File: src/rtl/llc_pkg.sv
package llc_pkg;
  localparam int NUM_CODES = 2;
  localparam int NUM_PATHS = 2;
  localparam int ACT_PERIOD = 5;
  localparam int DEACT_PERIOD = 3;

  function automatic int code_period(input int code_idx);
    return (code_idx == 0) ? ACT_PERIOD : DEACT_PERIOD;
  endfunction
endpackage

File: src/rtl/llc_code_checker.sv
module llc_code_checker #(
  parameter int PERIOD     = 5,
  parameter int BLOCK_LEN  = 1024,
  parameter int MISS_LIMIT = 8,
  parameter int QUAL_BITS  = 74112
) (
  input  logic clk,
  input  logic rst,
  input  logic bit_en,
  input  logic bit_in,
  output logic qualified
);
  localparam int IDX_W   = (BLOCK_LEN > 1) ? $clog2(BLOCK_LEN) : 1;
  localparam int CNT_W   = $clog2(BLOCK_LEN + 1);
  localparam int QW      = $clog2(QUAL_BITS + BLOCK_LEN + 1);
  localparam int ONES_NOM = BLOCK_LEN / PERIOD;
  localparam int ONES_LO  = ONES_NOM - MISS_LIMIT;
  localparam int ONES_HI  = ONES_NOM + 1 + MISS_LIMIT;

  logic [PERIOD-1:0] hist;
  logic [IDX_W-1:0]  bit_idx;
  logic [CNT_W-1:0]  miss_cnt, ones_cnt, miss_tot, ones_tot;
  logic [QW-1:0]     qual_cnt;
  logic              mismatch, blk_end, blk_pass;

  // Periodic prediction: the new bit should equal the bit one period back.
  assign mismatch = bit_in ^ hist[PERIOD-1];
  assign miss_tot = miss_cnt + {{(CNT_W-1){1'b0}}, mismatch};
  assign ones_tot = ones_cnt + {{(CNT_W-1){1'b0}}, bit_in};
  assign blk_end  = bit_en && (bit_idx == IDX_W'(BLOCK_LEN - 1));

  always_comb begin
    blk_pass = (int'(miss_tot) <= MISS_LIMIT) &&
               (int'(ones_tot) >= ONES_LO) &&
               (int'(ones_tot) <= ONES_HI);
  end

  always_ff @(posedge clk) begin
    if (rst) begin
      hist      <= '0;
      bit_idx   <= '0;
      miss_cnt  <= '0;
      ones_cnt  <= '0;
      qual_cnt  <= '0;
      qualified <= 1'b0;
    end else if (bit_en) begin
      hist <= {hist[PERIOD-2:0], bit_in};
      if (blk_end) begin
        bit_idx  <= '0;
        miss_cnt <= '0;
        ones_cnt <= '0;
        if (blk_pass) begin
          if (int'(qual_cnt) < QUAL_BITS)
            qual_cnt <= qual_cnt + QW'(BLOCK_LEN);
          qualified <= (int'(qual_cnt) + BLOCK_LEN >= QUAL_BITS);
        end else begin
          qual_cnt  <= '0;
          qualified <= 1'b0;
        end
      end else begin
        bit_idx  <= bit_idx + 1'b1;
        miss_cnt <= miss_tot;
        ones_cnt <= ones_tot;
      end
    end
  end

  // qualification can only begin at a block boundary
  assert_rise_at_block_end_R4: assert property (@(posedge clk) disable iff (rst)
    $rose(qualified) |-> $past(blk_end));

  // a failing block clears qualification
  assert_fail_drops_R6: assert property (@(posedge clk) disable iff (rst)
    (blk_end && !blk_pass) |=> !qualified);

  // idle cycles leave the persistence count untouched
  assert_idle_hold_R7: assert property (@(posedge clk) disable iff (rst)
    (!$past(bit_en) && !$past(rst)) |-> ($stable(qual_cnt) && $stable(qualified)));
endmodule

File: src/rtl/loop_code_detector.sv
module loop_code_detector #(
  parameter int BLOCK_LEN  = 1024,
  parameter int MISS_LIMIT = 8,
  parameter int QUAL_BITS  = 74112
) (
  input  logic clk,
  input  logic rst,
  input  logic bit_valid,
  input  logic bit_data,
  input  logic frame_bit,
  output logic act_det,
  output logic deact_det
);
  import llc_pkg::*;

  localparam int N_CHK = NUM_CODES * NUM_PATHS;

  logic [N_CHK-1:0] qual;
  logic act_any, deact_any;

  // Index = code*2 + path; path 0 unframed, path 1 framed.
  for (genvar c = 0; c < NUM_CODES; c++) begin : g_code
    for (genvar p = 0; p < NUM_PATHS; p++) begin : g_path
      logic en;
      if (p == 0) begin : g_unframed
        assign en = bit_valid;
      end else begin : g_framed
        assign en = bit_valid & ~frame_bit;
      end
      llc_code_checker #(
        .PERIOD    (code_period(c)),
        .BLOCK_LEN (BLOCK_LEN),
        .MISS_LIMIT(MISS_LIMIT),
        .QUAL_BITS (QUAL_BITS)
      ) chk_i (
        .clk      (clk),
        .rst      (rst),
        .bit_en   (en),
        .bit_in   (bit_data),
        .qualified(qual[c*NUM_PATHS + p])
      );
    end
  end

  assign act_any   = |qual[1:0];
  assign deact_any = |qual[3:2];

  always_ff @(posedge clk) begin
    if (rst) begin
      act_det   <= 1'b0;
      deact_det <= 1'b0;
    end else begin
      act_det   <= act_any & ~deact_any;
      deact_det <= deact_any & ~act_any;
    end
  end

  // reset clears both flags on the following edge
  assert_reset_clear_R9: assert property (@(posedge clk)
    rst |=> (!act_det && !deact_det));

  // flags are mutually exclusive
  assert_exclusive_R8: assert property (@(posedge clk) disable iff (rst)
    !(act_det && deact_det));

  // activate flag only follows a qualified activate checker
  assert_act_source_R1: assert property (@(posedge clk) disable iff (rst)
    $rose(act_det) |-> $past(act_any));

  // deactivate flag only follows a qualified deactivate checker
  assert_deact_source_R2: assert property (@(posedge clk) disable iff (rst)
    $rose(deact_det) |-> $past(deact_any));
endmodule

File: config.mk
export PLATFORM = sky130hd
export DESIGN_NAME = loop_code_detector
export DESIGN_NICKNAME = d
export VERILOG_FILES = /design/src/rtl/llc_pkg.sv /design/src/rtl/llc_code_checker.sv /design/src/rtl/loop_code_detector.sv
export SDC_FILE = /design/constraint.sdc
export NUM_CORES = 1
export LEC_CHECK = 0
export BUFFER_PORTS_ARGS = -buffer_cell sky130_fd_sc_hd__buf_2
export CELL_PAD_IN_SITES_DETAIL_PLACEMENT = 1
export CELL_PAD_IN_SITES_GLOBAL_PLACEMENT = 1
export CORE_MARGIN = 3
export CORE_UTILIZATION = 43
export DETAILED_ROUTE_END_ITERATION = 16
export PLACE_DENSITY_LB_ADDON = 0.1
export SYNTH_ARGS = -nofsm -noshare
export SYNTH_HDL_FRONTEND = slang
export SYNTH_SLANG_ARGS = --single-unit
File: constraint.sdc
create_clock -name clk -period 2.69 [get_ports clk]
set_input_delay 0.1345 -clock clk [delete_from_list [all_inputs] [get_ports clk]]
set_output_delay 0.1345 -clock clk [all_outputs]
set_load 0.01 [all_outputs]
==> results.json, run 1 <==
{
  "cp-start-kind": "register",
  "area_delta_synth_final_pct": 12.8,
  "outcome": "finished with violations",
  "synth_area_sq_um": 10100,
  "place_inst": 1621,
  "vias": 9685,
  "power.total_uw": 5330,
  "violations": "setup timing",
  "ys_types": 72,
  "critPathMaxFanout": 5,
  "synth_nets": 1387,
  "synth_edf_count": 0,
  "mostFrequentLayoutCells": "dfxtp_1 (168), a21oi_1 (138), nor2_1 (138)",
  "cts_sinks": 172,
  "fmax_mhz": 363,
  "rr_startpoint": "g_code[0].g_path[1].chk_i.hist[4]",
  "preCtsSetupSlack_ns": -0.0791,
  "place_congestion": 0.784,
  "hold_viol": 0,
  "first_global_vias": 9592,
  "n_fill_cell": 2860,
  "track_usage_pct": 20.8,
  "viasPerCell": 5.82,
  "fin_cells": 1665,
  "synthCells": 1354,
  "ioPinCount": 7,
  "nets": 1372,
  "remaining_drc_errors": 0,
  "cts_made_buffers": 17,
  "cp-endpoint": "g_code[0].g_path[1].chk_i.qual_cnt[14]",
  "slew_viol_final": 0,
  "tightest_slew_ns": 0.769,
  "antenna_cells": 0,
  "clkTransAtPathRegs_ns": 0.07,
  "synth-main-ff-cell": "dfxtp_1",
  "yosysTopAreaCell": "dfxtp_1",
  "root_buffer": "clkbuf_16",
  "fin_ws_ns": -0.0672,
  "pwr-share-seq_pct": 48.6,
  "synth.area.top_cells": "dfxtp_1 (34%), a21oi_1 (7.0%), nor2_1 (5.2%), nand2_1 (5.1%), nand3_1 (3.6%)",
  "layout_commonest_cell": "dfxtp_1",
  "core_sq_um": 22900,
  "cts_max_path_buffers": 2,
  "cp.required_ns": 3.04,
  "grt_pass1_wl_um": 45600,
  "post_drt_wl_per_cell_um": 16.4,
  "die_width_um": 160,
  "min_path_type": "in2reg",
  "drv_cap": 0,
  "rows": 55,
  "reg2regPathDepth": 11,
  "htree_levels": 4,
  "power_leakage_uw": 0.00394,
  "crit_start": "g_code[0].g_path[1].chk_i.hist[4]",
  "reg2reg_slack_ns": -0.07,
  "end_kind": "register",
  "reg2reg_to": "g_code[0].g_path[1].chk_i.qual_cnt[14]",
  "ys_seq_elements": 172,
  "synth_top_cell_area_share_pct": 34.0,
  "fp.dieH_um": 160,
  "p_comb_share_pct": 4.8,
  "die-area_sq_um": 25400,
  "start_util_pct": 44.2,
  "gr-total-overflow": 0,
  "tritoncts": "built",
  "grt_max_degree": 128,
  "critPathArrivalTime_ns": 3.11,
  "clk_latency_ns": 0.44,
  "drtAntennaViolNets": 0,
  "synth.avg_cell_area_sq_um": 7.49,
  "drtIter0Drc": 520,
  "fin_worst_skew_ns": 0.0132,
  "async_flop_share_pct": 0,
  "rsz0062_at_grt": "yes",
  "swShare_pct": 26.5,
  "fin_crit_sh_pct": 102,
  "hpwl_um": 17500,
  "p_switching_uw": 1410,
  "setup_viol": 7,
  "p_clk_share_pct": 46.7,
  "portBuffers": 6,
  "drt_wl_total_um": 27300,
  "dr.pass1.iters": 4,
  "max_slew_margin_pct": 48.3,
  "ctsHoldBuffers": 0,
  "ir_worst_vdd_mv": 0.289,
  "drive_above_1_share_pct": 11.8,
  "antenna_found_initial": 1,
  "crit_type": "reg2reg",
  "ys_seq_area_share_pct": 34.0,
  "p_per_area_nw_per_um2": 466,
  "fin_crit_ns": 2.76,
  "synth_warnings": 0,
  "internal_power_uw": 3920
}
-- per-layer routing --
metal	vias up	share of wire [%]	global-route usage, %
met4	0	0.48	3.42
met3	12	2.1	3.82
met2	63	48	36.4
li1	4858	-	-
met5	-	0	0
met1	4752	50	27.1
-- critical path, cell delays in order (launching register included) --
cell and delay (ns):
dfxtp_2 0.33, xor2_1 0.15, ha_2 0.23, ha_4 0.16, nand3_2 0.08, or4_4 0.53
a211oi_2 0.24, nand4_2 0.12, a2111oi_4 0.40, buf_6 0.19, nand3_2 0.07, a31oi_1 0.16
-- logic make-up (layout without fill, tap and decap cells) --
logic type,after synthesis,after routing,synth area share (%)
simple gates,633,633,31.9
compound gates,332,332,19.5
flops,172,172,34.0
buf+inv,117,115,4.67
xor+xnor,55,55,4.75
fa+ha+maj,28,28,3.46
mux,17,17,1.70
-- power groups by stage --
| stage | combinational (uW) | sequential, uW | clock, uW |
|---|---|---|---|
| floorplan | 165 | 2640 | 0 |
| global placement | 241 | 2650 | 0 |
| detailed placement | 243 | 2650 | 0 |
| CTS | 246 | 2590 | 2560 |
| global route | 281 | 2590 | 2660 |
| finish | 253 | 2590 | 2490 |
-- cells in the mapped netlist, types with 24 or more instances --
master and number:
a21oi_1 141, and3_1 39, clkbuf_1 85, dfxtp_1 172, ha_1 28, nand2_1 138
nand3_1 72, nand4_1 34, nor2_1 140, nor3_1 65, o21ai_0 47, o21ai_1 40
xnor2_1 24, xor2_1 31
-- registers in the layout, summed over array words and instances (netlist names) --
register / cells
g_code.g_path.chk_i.qual_cnt: 28
g_code.g_path.chk_i.qualified: 4
g_code.g_path.chk_i.miss_cnt: 44
act_det: 1
g_code.g_path.chk_i.hist: 10
g_code.g_path.chk_i.ones_cnt: 44
g_code.g_path.chk_i.bit_idx: 40
deact_det: 1
-- area by class of cell --
| type | count | area [sq um] | area share [%] |
|---|---|---|---|
| inverters | 12 | 45.0 | 0.394 |
| clock buffers | 18 | 439 | 3.84 |
| well taps | 313 | 392 | 3.43 |
| repair buffers | 71 | 559 | 4.89 |
| multi-input cells | 1065 | 6400 | 56.0 |
| flip-flops and latches | 172 | 3450 | 30.2 |
| clock inverters | 14 | 145 | 1.27 |
-- worst min path at each step --
stage | startpoint | to | slack (ns) | cells past startpoint
5_1_grt | rst | g_code[1].g_path[1].chk_i.miss_cnt[10] | 0.07 | 2
3_3_place_gp | g_code[0].g_path[1].chk_i.ones_cnt[0] | g_code[0].g_path[1].chk_i.ones_cnt[0] | 0.44 | 2
3_5_place_dp | g_code[0].g_path[1].chk_i.hist[1] | g_code[0].g_path[1].chk_i.hist[2] | 0.45 | 2
4_1_cts | rst | g_code[1].g_path[1].chk_i.bit_idx[8] | 0.06 | 2
2_1_floorplan | g_code[1].g_path[0].chk_i.qualified | act_det | 0.42 | 1
6_report | rst | g_code[1].g_path[1].chk_i.miss_cnt[2] | 0.08 | 2
-- stage by stage --
step	hold slack (ns)	util (%)	area [sq um]	TNS, ns
after floorplan	0.417	-	10200	0
after CTS	0.0622	48.9	11200	-0.368
after detailed placement	0.447	46.1	10600	-0.324
final	0.0752	49.9	11400	-0.243
after global placement	0.443	46.1	10600	-0.0914
after global routing	0.0738	49.9	11400	-1.76
-- what timing repair did --
item	in CTS	in global routing
setup buffers	3	6
gates cloned	1	2
gates resized for setup	4	45
pin swaps	7	29
setup endpoints to repair	8	32
Power figures use the tool's default switching activity.
==> inputs of run 2 (changes only) <==
--- a/config.mk
+++ b/config.mk
@@ -6,10 +6,10 @@
 export NUM_CORES = 1
 export LEC_CHECK = 0
 export BUFFER_PORTS_ARGS = -buffer_cell sky130_fd_sc_hd__buf_2
-export CELL_PAD_IN_SITES_DETAIL_PLACEMENT = 1
-export CELL_PAD_IN_SITES_GLOBAL_PLACEMENT = 1
+export CELL_PAD_IN_SITES_DETAIL_PLACEMENT = 2
+export CELL_PAD_IN_SITES_GLOBAL_PLACEMENT = 2
 export CORE_MARGIN = 3
-export CORE_UTILIZATION = 43
+export CORE_UTILIZATION = 35
 export DETAILED_ROUTE_END_ITERATION = 16
 export PLACE_DENSITY_LB_ADDON = 0.1
 export SYNTH_ARGS = -nofsm -noshare
==> run 2 against run 1 <==
Against the previous run:
- the run now ends clean
- clock power increased by 7%
- largest power group is now the clock network
- critical path depth did not move
- register-to-register slack better by 0.07 ns
- via count increased by 3.2%
==> results.json, run 2 (synthesized netlist as in run 1, its figures left out) <==
{
  "hpwl_um": 20700,
  "root_buffer": "clkbuf_16",
  "drtIter0Drc": 422,
  "fmax_mhz": 373,
  "drive_above_1_share_pct": 11.6,
  "outcome": "completed",
  "nets": 1378,
  "fin_ws_ns": 0.00630,
  "max_slew_margin_pct": 49.3,
  "layout_commonest_cell": "dfxtp_1",
  "rows": 61,
  "gr-total-overflow": 0,
  "drt_wl_total_um": 31700,
  "critPathMaxFanout": 5,
  "htree_levels": 4,
  "place_congestion": 0.775,
  "track_usage_pct": 20.7,
  "design_area_sq_um": 11600,
  "n_fill_cell": 3228,
  "cts_max_path_buffers": 2,
  "reg.largest.list": "g_code.g_path.chk_i.miss_cnt: 44 flops, g_code.g_path.chk_i.ones_cnt: 44 flops, g_code.g_path.chk_i.bit_idx: 40 flops",
  "grt_pass1_wl_um": 53900,
  "preCtsSetupSlack_ns": -0.129,
  "cp-start-kind": "register",
  "cts_sinks": 172,
  "portBuffers": 6,
  "power_leakage_uw": 0.00398,
  "crit_type": "reg2reg",
  "drtAntennaViolNets": 0,
  "dr.pass1.iters": 4,
  "fin_cells": 1737,
  "drv_cap": 0,
  "clk_latency_ns": 0.45,
  "rsz0062_at_grt": "yes",
  "p_per_area_nw_per_um2": 478,
  "fin_worst_skew_ns": 0.0173,
  "tritoncts": "built",
  "slowest_delay_ns": 0.53,
  "slew_viol_final": 0,
  "fin_crit_ns": 2.68,
  "hold_viol": 0,
  "die-area_sq_um": 31000,
  "min_path_type": "in2reg",
  "cp.required_ns": 3.04,
  "ioPinCount": 7,
  "setup_viol": 0,
  "remaining_drc_errors": 0,
  "clkTransAtPathRegs_ns": 0.08,
  "crit_chain": "xor2_2, ha_2, ha_4, nand3_2, or4_4, a211oi_2, nand4_2, a2111oi_4, buf_6, nand2_2, o31ai_2",
  "critPathArrivalTime_ns": 3.04,
  "core_sq_um": 28200,
  "area_delta_synth_final_pct": 14.0,
  "place_inst": 1697,
  "mostFrequentLayoutCells": "dfxtp_1 (170), a21oi_1 (140), nor2_1 (139)",
  "vias": 9991,
  "ir_worst_vdd_mv": 0.447,
  "start_util_pct": 36.0,
  "postLayoutCoreUtil_pct": 41.0,
  "crit_slowest_cell": "or4_4",
  "first_global_vias": 10685,
  "die_width_um": 176,
  "fp.dieH_um": 176,
  "viasPerCell": 5.75,
  "placed_area_sq_um": 10700,
  "end_kind": "register",
  "fin_crit_sh_pct": 99.8,
  "cts_made_buffers": 17,
  "post_drt_wl_per_cell_um": 18.3,
  "antenna_found_initial": 0,
  "tightest_slew_ns": 0.754,
  "grt_max_degree": 98,
  "whs_ns": 0.0145
}
## run 2: layout make-up
| cell class | count | area, sq um | area share (%) |
|---|---|---|---|
| multi-input combinational | 1065 | 6390 | 55.3 |
| sequential | 172 | 3450 | 29.8 |
| timing repair buffer | 77 | 581 | 5.02 |
| tap | 378 | 473 | 4.09 |
| clock buffer | 21 | 460 | 3.98 |
| clock inverter | 11 | 158 | 1.36 |
| inverter | 12 | 45.0 | 0.390 |
| antenna | 1 | 2.50 | 0.0217 |
## run 2: what timing repair did
| action | CTS | global route |
|---|---|---|
| pin swaps | 4 | 18 |
| setup buffers | 1 | 3 |
| hold buffers | 0 | 0 |
| endpoints found under the setup margin | 8 | 32 |
| gates resized for setup | 3 | 34 |
| gates cloned | 1 | 2 |
## run 2: path summary, 6_finish.rpt
kind                                          start                                    end  slack, ns  cells past startpoint
setup / recovery  g_code[0].g_path[1].chk_i.hist[4]    g_code[0].g_path[1].chk_i.qualified      0.006                     11
hold / removal                                  rst  g_code[1].g_path[0].chk_i.miss_cnt[8]       0.01                      2
setup reg to reg  g_code[0].g_path[1].chk_i.hist[4]    g_code[0].g_path[1].chk_i.qualified      0.006                     11
hold reg to reg   g_code[0].g_path[1].chk_i.hist[0]      g_code[0].g_path[1].chk_i.hist[1]       0.45                      2
## run 2: critical path, delay by kind of cell, from the launching register on
| family | cells | cell delay (ns) |
|---|---|---|
| AOI/OAI and AO/OA | 3 | 0.73 |
| and+or+nand+nor | 4 | 0.79 |
| xor gates and xnor gates | 1 | 0.17 |
| buffers and inverters | 1 | 0.18 |
| DFF | 1 | 0.34 |
| adders and majority gates | 2 | 0.39 |
## run 2: report_power, final
part | switching [uW] | total (uW) | internal, uW | leakage, uW
Sequential | 22.0 | 2590 | 2570 | 0.00139
Combinational | 178 | 262 | 84.3 | 0.00229
Clock | 1140 | 2670 | 1530 | 0.000294
## run 2: stage by stage
step	power, uW	setup TNS [ns]
final	5520	0
after global routing	5730	-1.32
after CTS	5600	-0.00382
after detailed placement	2900	-1.11
after global placement	2900	-0.0697
after floorplan	2810	0
## run 2: per-layer routing
| layer | wire length (um) | part of all wire [%] | vias up | track usage [%] |
|---|---|---|---|---|
| met1 | 15200 | 48 | 5063 | 26.8 |
| met4 | 266 | 0.84 | 0 | 3.96 |
| li1 | - | - | 4864 | - |
| met3 | 377 | 1.2 | 23 | 2.75 |
| met2 | 15900 | 50 | 41 | 37.1 |
| met5 | 0 | 0 | - | 0 |
==> inputs of run 3 (changes only) <==
--- a/config.mk
+++ b/config.mk
@@ -5,13 +5,14 @@
 export SDC_FILE = /design/constraint.sdc
 export NUM_CORES = 1
 export LEC_CHECK = 0
+export ABC_CLOCK_PERIOD_IN_PS = 2690
 export BUFFER_PORTS_ARGS = -buffer_cell sky130_fd_sc_hd__buf_2
 export CELL_PAD_IN_SITES_DETAIL_PLACEMENT = 2
 export CELL_PAD_IN_SITES_GLOBAL_PLACEMENT = 2
 export CORE_MARGIN = 3
 export CORE_UTILIZATION = 35
 export DETAILED_ROUTE_END_ITERATION = 16
-export PLACE_DENSITY_LB_ADDON = 0.1
+export PLACE_DENSITY = 0.8
 export SYNTH_ARGS = -nofsm -noshare
 export SYNTH_HDL_FRONTEND = slang
 export SYNTH_SLANG_ARGS = --single-unit
==> constraint.sdc (replaced) <==
create_clock -name clk -period 2.69 [get_ports clk]
set_input_delay 0.1345 -clock clk [delete_from_list [all_inputs] [get_ports clk]]
set_output_delay 0.1345 -clock clk [all_outputs]
set_load 0.02 [all_outputs]
==> run 3 against run 2 <==
Against the previous run:
- the flow now finishes with violations (setup timing)
- final cell count grew 0.17%
- cell area up 0.91%
- via count up 2.2%
- critical path type unchanged
- critical endpoint is now g_code[0].g_path[1].chk_i.qual_cnt[15]
- largest cell class unchanged
==> results.json, run 3 (synthesized netlist as in run 1, its figures left out) <==
{
  "core_sq_um": 28200,
  "crit_slowest_cell": "or3_1",
  "min_path_type": "in2reg",
  "reg.largest.list": "g_code.g_path.chk_i.miss_cnt: 44 flops, g_code.g_path.chk_i.ones_cnt: 44 flops, g_code.g_path.chk_i.bit_idx: 40 flops",
  "critPathArrivalTime_ns": 3.19,
  "area_delta_synth_final_pct": 15.1,
  "clk_latency_ns": 0.45,
  "post_drt_wl_per_cell_um": 20.5,
  "cp.required_ns": 3.07,
  "htree_levels": 4,
  "fin_cells": 1740,
  "grt_pass1_wl_um": 56200,
  "rr_startpoint": "g_code[0].g_path[1].chk_i.hist[4]",
  "fin_crit_ns": 2.81,
  "ioPinCount": 7,
  "vias": 10215,
  "fmax_mhz": 355,
  "cts_sinks": 172,
  "fin_crit_sh_pct": 105,
  "swShare_pct": 27.0,
  "hold_viol": 0,
  "clkTransAtPathRegs_ns": 0.08,
  "setup_viol": 13,
  "crit_path_frequent_cell": "a21oi_1",
  "cp-endpoint": "g_code[0].g_path[1].chk_i.qual_cnt[15]",
  "cpLargestDelayFamily": "compound AO/OA/AOI/OAI gates",
  "antenna_cells": 0,
  "remaining_drc_errors": 0,
  "internal_power_uw": 3970,
  "drt_wl_total_um": 35700,
  "crit_buf_inv": 1,
  "track_usage_pct": 21.6,
  "portBuffers": 6,
  "end_kind": "register",
  "power.total_uw": 5440,
  "postLayoutCoreUtil_pct": 41.4,
  "ir_worst_vdd_mv": 0.508,
  "place_inst": 1693,
  "reg2regPathDepth": 11,
  "drv_cap": 0,
  "drtIter0Drc": 493,
  "crit_start": "g_code[0].g_path[1].chk_i.hist[4]",
  "start_util_pct": 36.0,
  "gr-total-overflow": 0,
  "die-area_sq_um": 31000,
  "place_congestion": 0.785,
  "p_comb_share_pct": 5.1,
  "n_fill_cell": 3171,
  "tightest_slew_ns": 0.781,
  "dr.pass1.iters": 5,
  "grt_max_degree": 112,
  "fp.dieH_um": 176,
  "outcome": "finished with violations",
  "slew_viol_final": 0,
  "rsz0062_at_grt": "yes",
  "p_clk_share_pct": 47.2,
  "cts_max_path_buffers": 2,
  "p_per_area_nw_per_um2": 466,
  "max_slew_margin_pct": 47.5,
  "die_width_um": 176,
  "drive_above_1_share_pct": 12.8,
  "fin_worst_skew_ns": 0.0126,
  "cts_made_buffers": 17,
  "drtAntennaViolNets": 0,
  "ctsHoldBuffers": 0,
  "path_depth": 11,
  "whs_ns": 0.136,
  "pwr-share-seq_pct": 47.6,
  "mostFrequentLayoutCells": "dfxtp_1 (168), a21oi_1 (140), nor2_1 (139)",
  "viasPerCell": 5.87,
  "cp-start-kind": "register",
  "reg2reg_slack_ns": -0.12,
  "root_buffer": "clkbuf_16",
  "preCtsSetupSlack_ns": -0.106,
  "crit_type": "reg2reg",
  "layout_commonest_cell": "dfxtp_1",
  "power_leakage_uw": 0.00400,
  "critPathMaxFanout": 5,
  "nets": 1382,
  "fin_ws_ns": -0.124,
  "crit_chain": "xor2_1, ha_2, ha_4, or3_1, a21oi_1, a2bb2oi_2, nand4_2, a2111oi_4, buf_4, a31oi_1, a21oi_1",
  "hpwl_um": 21300,
  "tritoncts": "built",
  "reg2reg_to": "g_code[0].g_path[1].chk_i.qual_cnt[15]",
  "slowest_delay_ns": 0.38,
  "antenna_found_initial": 0,
  "p_switching_uw": 1470,
  "violations": "setup timing",
  "rows": 61,
  "first_global_vias": 10826
}
[run 3: final cells by class]
cell class	instances	area (sq um)	area share [%]
well taps	378	473	4.06
multi-input cells	1065	6460	55.4
clock inverters	15	153	1.31
inverters	12	45.0	0.386
clock buffers	17	425	3.65
flip-flops and latches	172	3450	29.6
repair buffers	81	651	5.58
[run 3: worst min path at each step]
stage | start | endpoint | slack [ns] | depth (start not counted)
after floorplan | g_code[1].g_path[0].chk_i.qualified | act_det | 0.42 | 1
after global placement | g_code[0].g_path[1].chk_i.ones_cnt[0] | g_code[0].g_path[1].chk_i.ones_cnt[0] | 0.44 | 2
after detailed placement | g_code[0].g_path[1].chk_i.hist[3] | g_code[0].g_path[1].chk_i.hist[3] | 0.45 | 2
after CTS | rst | g_code[1].g_path[0].chk_i.ones_cnt[2] | 0.10 | 2
after global routing | rst | g_code[1].g_path[0].chk_i.ones_cnt[2] | 0.14 | 2
final | rst | g_code[1].g_path[0].chk_i.ones_cnt[2] | 0.14 | 2
[run 3: metrics by stage]
stage	instance area, sq um	TNS (ns)
2_1_floorplan	10200	0
3_3_place_gp	10700	-0.0157
3_5_place_dp	10700	-0.753
4_1_cts	11400	-0.242
5_1_grt	11700	-3.98
6_report	11700	-0.975
[run 3: what timing repair did]
item,in CTS,in global routing
buffers inserted,1,11
gates cloned,1,2
endpoints found under the setup margin,20,32
resized for setup,11,50
pin swaps,7,22
[run 3: power groups by stage]
stage               Sequential [uW]  Combinational (uW)  Clock [uW]
finish                         2590                 278        2570
floorplan                      2640                 165           0
global route                   2590                 308        2740
detailed placement             2650                 251           0
global placement               2650                 241           0
CTS                            2590                 258        2600
[run 3: per-layer routing]
layer  wire (um)  up-vias  part of all wire, %  track usage, %
met5           0        -                    0               0
met4         824        0                  2.3            4.85
met3         781       61                  2.2            2.69
met2       18000      125                   50            39.5
met1       16200     5150                   45            27.0
li1            -     4879                    -               -
